<file path="src/rtl/mbus_pkg.sv">
package mbus_pkg;

   // synchronized control strobes, after select polarity has been normalized
   typedef struct packed {
      logic ale;     // latch strobe, high = transparent
      logic sel;     // select, 1 = active
      logic psen_n;  // fetch strobe
      logic rd_n;    // data read strobe
      logic wr_n;    // write strobe
   } strb_t;

   localparam int STRB_W = $bits(strb_t);

   typedef enum logic [2:0] {
      MD_STANDBY,
      MD_LATCH,
      MD_IDLE,
      MD_FETCH,
      MD_DREAD,
      MD_CONFLICT
   } mode_e;

endpackage

</file>
<file path="src/rtl/mbus_sync.sv">
module mbus_sync #(
   parameter int          W       = 1,
   parameter int          STAGES  = 2,
   parameter logic [W-1:0] RST_VAL = '0
) (
   input  logic         clk,
   input  logic         rst_n,
   input  logic [W-1:0] d_i,
   output logic [W-1:0] q_o
);

   if (STAGES < 1) begin : g_bad_depth
      $error("mbus_sync: STAGES must be at least 1");
   end

   logic [W-1:0] chain [STAGES];

   always_ff @(posedge clk or negedge rst_n) begin
      if (!rst_n) begin
         for (int i = 0; i < STAGES; i++) chain[i] <= RST_VAL;
      end else begin
         chain[0] <= d_i;
         for (int i = 1; i < STAGES; i++) chain[i] <= chain[i-1];
      end
   end

   assign q_o = chain[STAGES-1];

endmodule

</file>
<file path="src/rtl/mbus_addr_latch.sv">
module mbus_addr_latch #(
   parameter int DW   = 8,
   parameter int HI_W = 7,
   localparam int AW  = DW + HI_W
) (
   input  logic          clk,
   input  logic          rst_n,
   input  logic          ale_s,
   input  logic [DW-1:0] lo_s,
   input  logic [HI_W-1:0] hi_s,
   output logic [AW-1:0] addr_o
);

   logic [AW-1:0] addr_q;

   // transparent while the aligned strobe is high, frozen once it is low
   always_ff @(posedge clk or negedge rst_n) begin
      if (!rst_n)     addr_q <= '0;
      else if (ale_s) addr_q <= {hi_s, lo_s};
   end

   assign addr_o = addr_q;

endmodule

</file>
<file path="src/rtl/mbus_mode_decode.sv">
module mbus_mode_decode
   import mbus_pkg::*;
#(
   parameter int DW = 8
) (
   input  logic          clk,
   input  logic          rst_n,
   input  strb_t         s_i,
   input  logic [DW-1:0] lo_s,
   output logic          rd_q_o,
   output logic          wr_stb_o,
   output logic [DW-1:0] wr_data_o,
   output logic          standby_o
);

   mode_e         mode;
   logic          wr_prev;
   logic [DW-1:0] lo_prev;
   logic          wr_edge;
   logic          rd_q, wr_stb_q, standby_q;
   logic [DW-1:0] wr_data_q;

   always_comb begin
      if (!s_i.sel)                         mode = MD_STANDBY;
      else if (s_i.ale)                     mode = MD_LATCH;
      else if (!s_i.psen_n && !s_i.rd_n)    mode = MD_CONFLICT;
      else if (!s_i.wr_n && (!s_i.psen_n || !s_i.rd_n)) mode = MD_CONFLICT;
      else if (!s_i.psen_n)                 mode = MD_FETCH;
      else if (!s_i.rd_n)                   mode = MD_DREAD;
      else                                  mode = MD_IDLE;
   end

   // write edge: strobe high now, low in previous aligned sample, no read active
   assign wr_edge = (mode == MD_IDLE) && s_i.wr_n && !wr_prev;

   always_ff @(posedge clk or negedge rst_n) begin
      if (!rst_n) begin
         wr_prev   <= 1'b1;
         lo_prev   <= '0;
         rd_q      <= 1'b0;
         wr_stb_q  <= 1'b0;
         wr_data_q <= '0;
         standby_q <= 1'b1;
      end else begin
         wr_prev   <= s_i.wr_n;
         lo_prev   <= lo_s;
         standby_q <= (mode == MD_STANDBY);
         rd_q      <= (mode == MD_FETCH) || (mode == MD_DREAD);
         wr_stb_q  <= wr_edge;
         if (wr_edge) wr_data_q <= lo_prev;
      end
   end

   assign rd_q_o    = rd_q;
   assign wr_stb_o  = wr_stb_q;
   assign wr_data_o = wr_data_q;
   assign standby_o = standby_q;

endmodule

</file>
<file path="src/rtl/mbus_mem_front.sv">
module mbus_mem_front
   import mbus_pkg::*;
#(
   parameter int DW             = 8,
   parameter int HI_W           = 7,
   parameter int SYNC_STAGES    = 2,
   parameter bit SEL_ACTIVE_LOW = 1'b1,
   localparam int AW            = DW + HI_W
) (
   input  logic            clk,
   input  logic            rst_n,
   input  logic            ale_i,
   input  logic            sel_i,
   input  logic            psen_n_i,
   input  logic            rd_n_i,
   input  logic            wr_n_i,
   input  logic [DW-1:0]   ad_i,
   input  logic [HI_W-1:0] hi_i,
   input  logic [DW-1:0]   rdata_i,
   output logic [DW-1:0]   ad_o,
   output logic            ad_oe_o,
   output logic [AW-1:0]   addr_o,
   output logic            rd_req_o,
   output logic            wr_stb_o,
   output logic [DW-1:0]   wr_data_o,
   output logic            standby_o
);

   if (DW < 1)          begin : g_bad_dw   $error("mbus_mem_front: DW must be positive");        end
   if (HI_W < 0)        begin : g_bad_hi   $error("mbus_mem_front: HI_W must not be negative");  end
   if (SYNC_STAGES < 2) begin : g_bad_sync $error("mbus_mem_front: SYNC_STAGES must be >= 2");   end

   localparam strb_t STRB_RST = '{ale: 1'b0, sel: 1'b0, psen_n: 1'b1, rd_n: 1'b1, wr_n: 1'b1};

   logic  sel_act;
   strb_t strb_raw, strb_s;
   logic [AW-1:0] bus_s;
   logic          ale_s;

   // select polarity variant
   if (SEL_ACTIVE_LOW) begin : g_sel_low
      assign sel_act = ~sel_i;
   end else begin : g_sel_high
      assign sel_act = sel_i;
   end

   assign strb_raw = '{ale: ale_i, sel: sel_act, psen_n: psen_n_i, rd_n: rd_n_i, wr_n: wr_n_i};

   mbus_sync #(.W(STRB_W), .STAGES(SYNC_STAGES), .RST_VAL(STRB_RST)) u_strb_sync (
      .clk   (clk),
      .rst_n (rst_n),
      .d_i   (strb_raw),
      .q_o   (strb_s)
   );

   // bus pins delayed by the same depth so samples line up with their strobes
   mbus_sync #(.W(AW), .STAGES(SYNC_STAGES), .RST_VAL('0)) u_bus_align (
      .clk   (clk),
      .rst_n (rst_n),
      .d_i   ({hi_i, ad_i}),
      .q_o   (bus_s)
   );

   assign ale_s = strb_s.ale;

   mbus_addr_latch #(.DW(DW), .HI_W(HI_W)) u_addr (
      .clk    (clk),
      .rst_n  (rst_n),
      .ale_s  (ale_s),
      .lo_s   (bus_s[DW-1:0]),
      .hi_s   (bus_s[AW-1:DW]),
      .addr_o (addr_o)
   );

   mbus_mode_decode #(.DW(DW)) u_dec (
      .clk       (clk),
      .rst_n     (rst_n),
      .s_i       (strb_s),
      .lo_s      (bus_s[DW-1:0]),
      .rd_q_o    (rd_req_o),
      .wr_stb_o  (wr_stb_o),
      .wr_data_o (wr_data_o),
      .standby_o (standby_o)
   );

   assign ad_oe_o = rd_req_o;
   assign ad_o    = rdata_i;

endmodule

</file>
<file path="config.mk">
export PLATFORM = sky130hd
export DESIGN_NAME = mbus_mem_front
export DESIGN_NICKNAME = d
export VERILOG_FILES = /design/src/rtl/mbus_pkg.sv /design/src/rtl/mbus_sync.sv /design/src/rtl/mbus_addr_latch.sv /design/src/rtl/mbus_mode_decode.sv /design/src/rtl/mbus_mem_front.sv
export SDC_FILE = /design/constraint.sdc
export NUM_CORES = 1
export LEC_CHECK = 0
export ABC_AREA = 1
export BUFFER_PORTS_ARGS = -buffer_cell sky130_fd_sc_hd__buf_2
export CAP_MARGIN = 25
export CORE_UTILIZATION = 50
export CTS_CLUSTER_DIAMETER = 60
export DETAILED_ROUTE_END_ITERATION = 10
export GPL_ROUTABILITY_DRIVEN = 1
export HOLD_SLACK_MARGIN = 0.05
export PLACE_DENSITY = 0.89
export SKIP_LAST_GASP = 1
export SYNTH_ARGS = -nofsm -noshare
export SYNTH_HDL_FRONTEND = slang
export SYNTH_SLANG_ARGS = --single-unit
</file>
<file path="constraint.sdc">
create_clock -name clk -period 1.3 [get_ports clk]
set_input_delay 0.13 -clock clk [delete_from_list [all_inputs] [get_ports clk]]
set_output_delay 0.13 -clock clk [all_outputs]
set_load 0.01 [all_outputs]
</file>
==> metrics.md, run 1 <==
| Metric | Value |
|---|---|
| Status | `finished with violations` |
| Failing checks | `negative setup slack` |
| Crit path kind | `reg2reg` |
| Lkg Pwr | `1.61 nW` |
| Reg-to-Reg End | `u_dec.wr_data_o[2]` |
| Area Overhead vs Synth | `31.4%` |
| Worst Hold Launch | `rdata_i[1]` |
| Arr. time, crit path | `1520 ps` |
| Post-synthesis sequential area ratio | `79.6%` |
| Clk slew on worst S/H paths | `60 ps` |
| Flops & latches, synth | `75` |
| GP Congestion | `0.733` |
| Pwr Density | `1520 nW/um2` |
| Compound-cell area share of the yosys netlist | `0.422%` |
| Adder-Cell Fraction of Synth Area | `0%` |
| Initial core utilization | `53.4%` |
| Total Die Area | `5020 um2` |
| Max-Cap Viols | `0` |
| Layout cells sized above 1 | `37.6%` |
| Worst r2r src | `u_strb_sync.q_o[0]` |
| Max FO, Critical Path | `6` |
| Total track usage | `18.1%` |
| Slew Limit Fails | `0` |
| Fin nets | `281` |
| Mapped Nets | `205` |
| Synth Cell Area | `2370 um2` |
| Post-Synth XOR/XNOR Area | `0%` |
| Syn_area_per_cell | `13.5 um2` |
| Critical Path RT | `1510 ps` |
| # DRC | `0` |
| Ys async rst share | `100%` |
| # placed instances | `267` |
| Main flop type after synthesis | `dfrtp_1` |
| Final setup TNS | `-17.3 ps` |
| Die Y | `70.9 um` |
| Reg2reg path depth | `7` |
| Via/cell ratio | `4.61` |
| Largest family of logic cells by synthesized area | `simple AND/OR/NAND/NOR gates` |
| Worst Hold Class | `in2out` |
| CTS tree | `yes` |
| Main area contributors after synthesis | `dfrtp_1, nand2_1, dfstp_2` |
| Max VDD drop | `0.907 mV` |
| Root Driver | `clkbuf_8` |
| Core ar. | `4440 um2` |
| Crit end category | `register` |
| Die width | `70.9 um` |
| H-tree depth | `3` |
| Largest net degree at the start of global routing | `35` |
| Synth Area in Simple Gates | `15.5%` |
| I/O pins | `65` |
| Later-pin clock latency in the skew report | `330 ps` |
| Worst slew margin | `72.3%` |
| Vias in the first global route | `1455` |
| Detailed placement HPWL | `2420 um` |
| Setup ws final | `-8.87 ps` |
| Number of flops mapped to enable cells by yosys | `0` |
| Detailed Route WL | `4000 um` |
| Worst hold path cell count | `0` |
| Row cnt | `24` |
| Ant diodes | `0` |
| Non-Filler Instances | `307` |
| Drt pass-1 iters | `6` |
| Worst Max-Slew Pin Slew | `416 ps` |
| Inserted Clock Buffers | `9` |
| Initial antenna violation count | `0` |
| Final Hold Vio Count | `0` |
| First-pass GRT wire length | `6580 um` |
| Antenna-violating nets left | `0` |
| Clock Path Buffers | `2` |
| Clock sinks | `75` |
| GRT overflow | `0` |
| Clock skew | `7.09 ps` |
| Mux cell area share after synthesis | `0%` |
| PortBufs | `48` |
| YS warnings | `0` |
| Final min period | `1310 ps` |
| Max frequency | `764 MHz` |
| DR iter-0 viols | `59` |
| Cells after Synth | `175` |
| Setup slack, reg-to-reg | `-9 ps` |
| WL per Instance | `13.0 um` |
| RSZ-0062 raised after global routing | `true` |
| Netlist cell types | `19` |
| CP Launch Type | `register` |
| Final setup vio count | `2` |
| Hold endpoint | `ad_o[1]` |
| Filler cells | `316` |
| Tcrit/Tclk final | `101%` |
| Yosys top cell area share | `70.7%` |
| Via count | `1415` |
| Synth area leader | `dfrtp_1` |
stage by stage:
step | total power [mW] | setup slack (ps) | cell area (um2) | util, % | hold slack (ps)
after floorplan | 2.81 | 86.9 | 2370 | - | -166
after global placement | 2.98 | 58.2 | 2640 | 59.3 | 88.6
after detailed placement | 3.00 | -28.0 | 2640 | 59.3 | 92.1
after CTS | 4.78 | -23.6 | 3090 | 69.5 | 260
after global routing | 4.98 | -59.9 | 3120 | 70.1 | 260
final | 4.75 | -8.87 | 3120 | 70.1 | 260
cells in the final DEF, fill, tap and decap left out, drive strengths merged:
cell and n:
inv 5, dlygate4sd3 21, bufinv 1, dfrtp 67, nand3 8, clkinv 1, o21ai 2, clkbuf 13
nor2 5, buf 54, nand2 70, dfstp 8
logic make-up (layout without fill, tap and decap cells):
group | Yosys count | after routing
AOI/OAI and AO/OA | 2 | 2
buffers and inverters | 17 | 95
DFF | 75 | 75
and+or+nand+nor | 81 | 83
per-layer routing:
metal  up-vias  track usage (%)  wire length [um]
met2        44             30.6              2160
met4         0             12.2               101
met1       681             20.8              1610
met3        11             3.99               122
li1        679                -                 -
met5         -                0                 0
report_power, final:
part           total (mW)  switching (mW)  internal [mW]
registers            2.60          0.0914           2.51
logic               0.437           0.238          0.199
clock network        1.71           0.726          0.980
how the worst max path moves through the flow:
| stage | end | slack [ps] | cells past startpoint | startpoint |
|---|---|---|---|---|
| after floorplan | u_dec.wr_data_o[0] | 90 | 7 | u_strb_sync.q_o[0] |
| after global placement | u_dec.wr_data_o[4] | 60 | 7 | u_strb_sync.q_o[0] |
| after detailed placement | u_dec.wr_data_o[5] | -30 | 7 | u_strb_sync.q_o[0] |
| after CTS | u_dec.wr_data_o[5] | -20 | 7 | u_strb_sync.q_o[0] |
| after global routing | u_dec.wr_data_o[2] | -60 | 7 | u_strb_sync.q_o[0] |
| final | u_dec.wr_data_o[2] | -9 | 7 | u_strb_sync.q_o[0] |
sequential cells by signal (all words and copies together), names as in the netlist, 5 cells and up:
name / cells
u_dec.lo_prev: 8
u_addr.addr_o: 15
u_bus_align.chain: 15
u_bus_align.q_o: 15
u_strb_sync.q_o: 5
u_strb_sync.chain: 5
u_dec.wr_data_o: 8
what timing repair did:
item / 4_1_cts / 5_1_grt
hold buffers: 21 / 0
gates cloned: 2 / 0
pin swaps: 7 / 7
endpoints found under the hold margin: 51 / 0
resized for setup: 5 / 8
setup endpoints to repair: 7 / 8
buffers inserted: 2 / 0
critical path, cell delays in order, from the launching register on:
cell	delay [ps]
dfstp_2	570
inv_2	60
nor2_4	100
nand2_4	80
nor2_8	170
nand2_8	90
nand2_2	60
nand2_1	50
layout make-up:
class | instances | area (um2) | share of cell area [%]
Clock buffer | 13 | 159 | 5.10
Clock inverter | 2 | 35.0 | 1.12
Multi-Input combinational cell | 85 | 438 | 14.1
Sequential cell | 75 | 1890 | 60.6
Inverter | 5 | 21.3 | 0.683
Tap cell | 52 | 65.1 | 2.09
Timing Repair Buffer | 75 | 510 | 16.4
cells in the mapped netlist (2+ instances only):
master and number:
dfrtp_1 67, nand2_1 66, buf_4 9, dfstp_2 8, nand3_1 8, clkbuf_1 2
inv_1 2, inv_2 2
No activity file was read; power rests on OpenSTA's default activity.
==> run 2: changes to the inputs <==
--- a/config.mk
+++ b/config.mk
@@ -8,10 +8,10 @@
 export ABC_AREA = 1
 export BUFFER_PORTS_ARGS = -buffer_cell sky130_fd_sc_hd__buf_2
 export CAP_MARGIN = 25
+export CORE_MARGIN = 2
 export CORE_UTILIZATION = 50
 export CTS_CLUSTER_DIAMETER = 60
 export DETAILED_ROUTE_END_ITERATION = 10
-export GPL_ROUTABILITY_DRIVEN = 1
 export HOLD_SLACK_MARGIN = 0.05
 export PLACE_DENSITY = 0.89
 export SKIP_LAST_GASP = 1
==> run 2 against run 1 <==
The flow still finishes with violations (negative setup slack). Non-clock buffer count increased by 1. Clock power increased by 4%. Flip-flop and latch count unchanged. Die area increased by 5.7%. Clock skew increased by 4.2 ps. Critical endpoint is now u_dec.wr_data_o[3]. Largest cell class unchanged.
==> metrics.md, run 2 (synthesis gave the netlist of run 1 again) <==
| Metric | Value |
|---|---|
| Final setup vio count | `5 (was 2)` |
| Largest stage delay, worst path | `570 ps (about the same)` |
| Critical Path RT | `1520 ps (was 1510 ps)` |
| Met2 Wirelength | `1970 um (was 2160 um)` |
| Worst r2r src | `u_strb_sync.q_o[0] (unchanged)` |
| Pwr Density | `1540 nW/um2 (was 1520 nW/um2)` |
| Max VDD drop | `1.11 mV (was 0.907 mV)` |
| H-tree depth | `3 (unchanged)` |
| Max frequency | `766 MHz (was 764 MHz)` |
| Sequential Area | `1890 um2 (unchanged)` |
| CP Launch Type | `register (unchanged)` |
| Failing checks | `negative setup slack (unchanged)` |
| Setup ws final | `-6.13 ps (was -8.87 ps)` |
| Slew Limit Fails | `0 (unchanged)` |
| Reg2reg path depth | `7 (unchanged)` |
| Most frequent cells in the layout | `dfrtp_1, nand2_1, buf_2 (unchanged)` |
| Clk slew on worst S/H paths | `70 ps (was 60 ps)` |
| Area of the multi-input gates | `438 um2 (unchanged)` |
| Die width | `72.9 um (was 70.9 um)` |
| Clock sinks | `75 (unchanged)` |
| CP Cell Sequence | `inv_2 > nor2_4 > nand2_4 > nor2_8 > nand2_8 > nand2_2 > nand2_1 (unchanged)` |
| Pre-CTS WS | `1.36 ps (was -28.0 ps)` |
| Vias in the first global route | `1360 (was 1455)` |
| Inserted Clock Buffers | `9 (unchanged)` |
| # DRC | `0 (unchanged)` |
| Core ar. | `4660 um2 (was 4440 um2)` |
| Final Hold Vio Count | `0 (unchanged)` |
| GRT overflow | `0 (unchanged)` |
| Via count | `1403 (was 1415)` |
| Area Overhead vs Synth | `32.3% (was 31.4%)` |
| Worst Max-Slew Pin Slew | `341 ps (was 416 ps)` |
| I/O pins | `65 (unchanged)` |
| Detailed placement HPWL | `2340 um (was 2420 um)` |
| Lkg Pwr | `1.62 nW (was 1.61 nW)` |
| Ant diodes | `0 (unchanged)` |
| Total Die Area | `5310 um2 (was 5020 um2)` |
| Largest net degree at the start of global routing | `35 (unchanged)` |
| CTS tree | `yes (unchanged)` |
| Tcrit/Tclk final | `100% (was 101%)` |
| Fin nets | `282 (was 281)` |
| Initial core utilization | `50.9% (was 53.4%)` |
| Max stage delay cell, worst path | `dfstp_2 (unchanged)` |
| Antenna-violating nets left | `0 (unchanged)` |
| Top Layer Used | `met4 (unchanged)` |
| Die Y | `72.9 um (was 70.9 um)` |
| Root Driver | `clkbuf_8 (unchanged)` |
| Crit path kind | `reg2reg (unchanged)` |
| Initial antenna violation count | `0 (unchanged)` |
| Crit end category | `register (unchanged)` |
| Max FO, Critical Path | `6 (unchanged)` |
| Hold Slack | `209 ps (was 260 ps)` |
| PortBufs | `48 (unchanged)` |
| Later-pin clock latency in the skew report | `330 ps (about the same)` |
| DR WL met3 | `178 um (was 122 um)` |
| Setup slack, reg-to-reg | `-6 ps (was -9 ps)` |
| WL per Instance | `12.2 um (was 13.0 um)` |
| DR iter-0 viols | `50 (was 59)` |
| Filler cells | `322 (was 316)` |
| RSZ-0062 raised after global routing | `true (unchanged)` |
| First-pass GRT wire length | `6080 um (was 6580 um)` |
| Reg-to-Reg End | `u_dec.wr_data_o[3] (was u_dec.wr_data_o[2])` |
| Final core utilization | `67.3% (was 70.1%)` |
| Worst Hold Class | `in2async (was in2out)` |
| Via/cell ratio | `4.51 (was 4.61)` |
| Worst slew margin | `77.3% (was 72.3%)` |
| Arr. time, crit path | `1520 ps (about the same)` |
| Clock skew | `11.3 ps (was 7.09 ps)` |
| Drt pass-1 iters | `4 (was 6)` |
| Total track usage | `15.9% (was 18.1%)` |
| Clock Path Buffers | `2 (unchanged)` |
| Final min period | `1310 ps (about the same)` |
| Layout cells sized above 1 | `37.7% (was 37.6%)` |
| GP Congestion | `0.759 (was 0.733)` |
| Worst Setup SP | `u_strb_sync.q_o[0] (unchanged)` |
| Met1 wire length | `1530 um (was 1610 um)` |
| Max-Cap Viols | `0 (unchanged)` |
| Detailed Route WL | `3800 um (was 4000 um)` |
| Status | `finished with violations (unchanged)` |
| Row cnt | `25 (was 24)` |
| Most common library cell in the layout ignoring fill and taps | `dfrtp_1 (unchanged)` |
## run 2: cell count changes in the layout (fill, tap and decap cells not counted), sizes merged
| cell | change |
|---|---|
| buf | +1 |
| clkinv | -1 |
| clkbuf | +2 |
## run 2: worst max-delay path: cells and delay by family (launching register included)
kind	cells	cell delay (ps)
AND/OR/NAND/NOR	6	570
flip-flops	1	570
buffers and inverters	1	50
## run 2: worst max-delay path by stage
stage / endpoint / slack (ps) / cells past startpoint
2_1_floorplan: u_dec.wr_data_o[0] / 90 / 7
3_5_place_dp: u_dec.wr_data_o[3] / 1 / 7
6_report: u_dec.wr_data_o[3] / -6 / 7
5_1_grt: u_dec.wr_data_o[1] / -80 / 7
3_3_place_gp: u_dec.wr_data_o[4] / 60 / 7
4_1_cts: u_dec.wr_data_o[5] / 0.6 / 7
## run 2: timing repair
item | 4_1_cts | 5_1_grt
resized for setup | 0 | 13
hold endpoints to repair | 87 | 0
endpoints found under the setup margin | 0 | 8
hold buffers | 21 | 0
setup buffers | 0 | 2
## run 2: through the flow
step	total power, mW	cells	area [um2]	setup TNS [ps]
floorplan	2.81	175	2370	0
global placement	2.98	270	2650	0
detailed placement	3.00	270	2650	0
CTS	4.82	307	3060	0
global route	5.05	311	3140	-570
finish	4.82	311	3140	-14.8
## run 2: layout make-up
type / count / area share (%)
Inverter: 5 / 0.678
Sequential cell: 75 / 60.1
Timing Repair Buffer: 76 / 16.5
Clock buffer: 15 / 5.62
Multi-Input combinational cell: 85 / 14.0
Tap cell: 54 / 2.15
Clock inverter: 1 / 0.957
## run 2: power by group
group          switching (mW)  internal (mW)  total [mW]
clock                   0.730           1.05        1.78
sequential             0.0916           2.51        2.60
combinational           0.234          0.202       0.436
total                    1.06           3.76        4.82
## run 2: layer usage
metal | GRT usage, % | vias up
met1 | 18.9 | 668
li1 | - | 681
met3 | 5.80 | 9
met5 | 0 | -
met4 | 9.26 | 0
met2 | 24.8 | 45
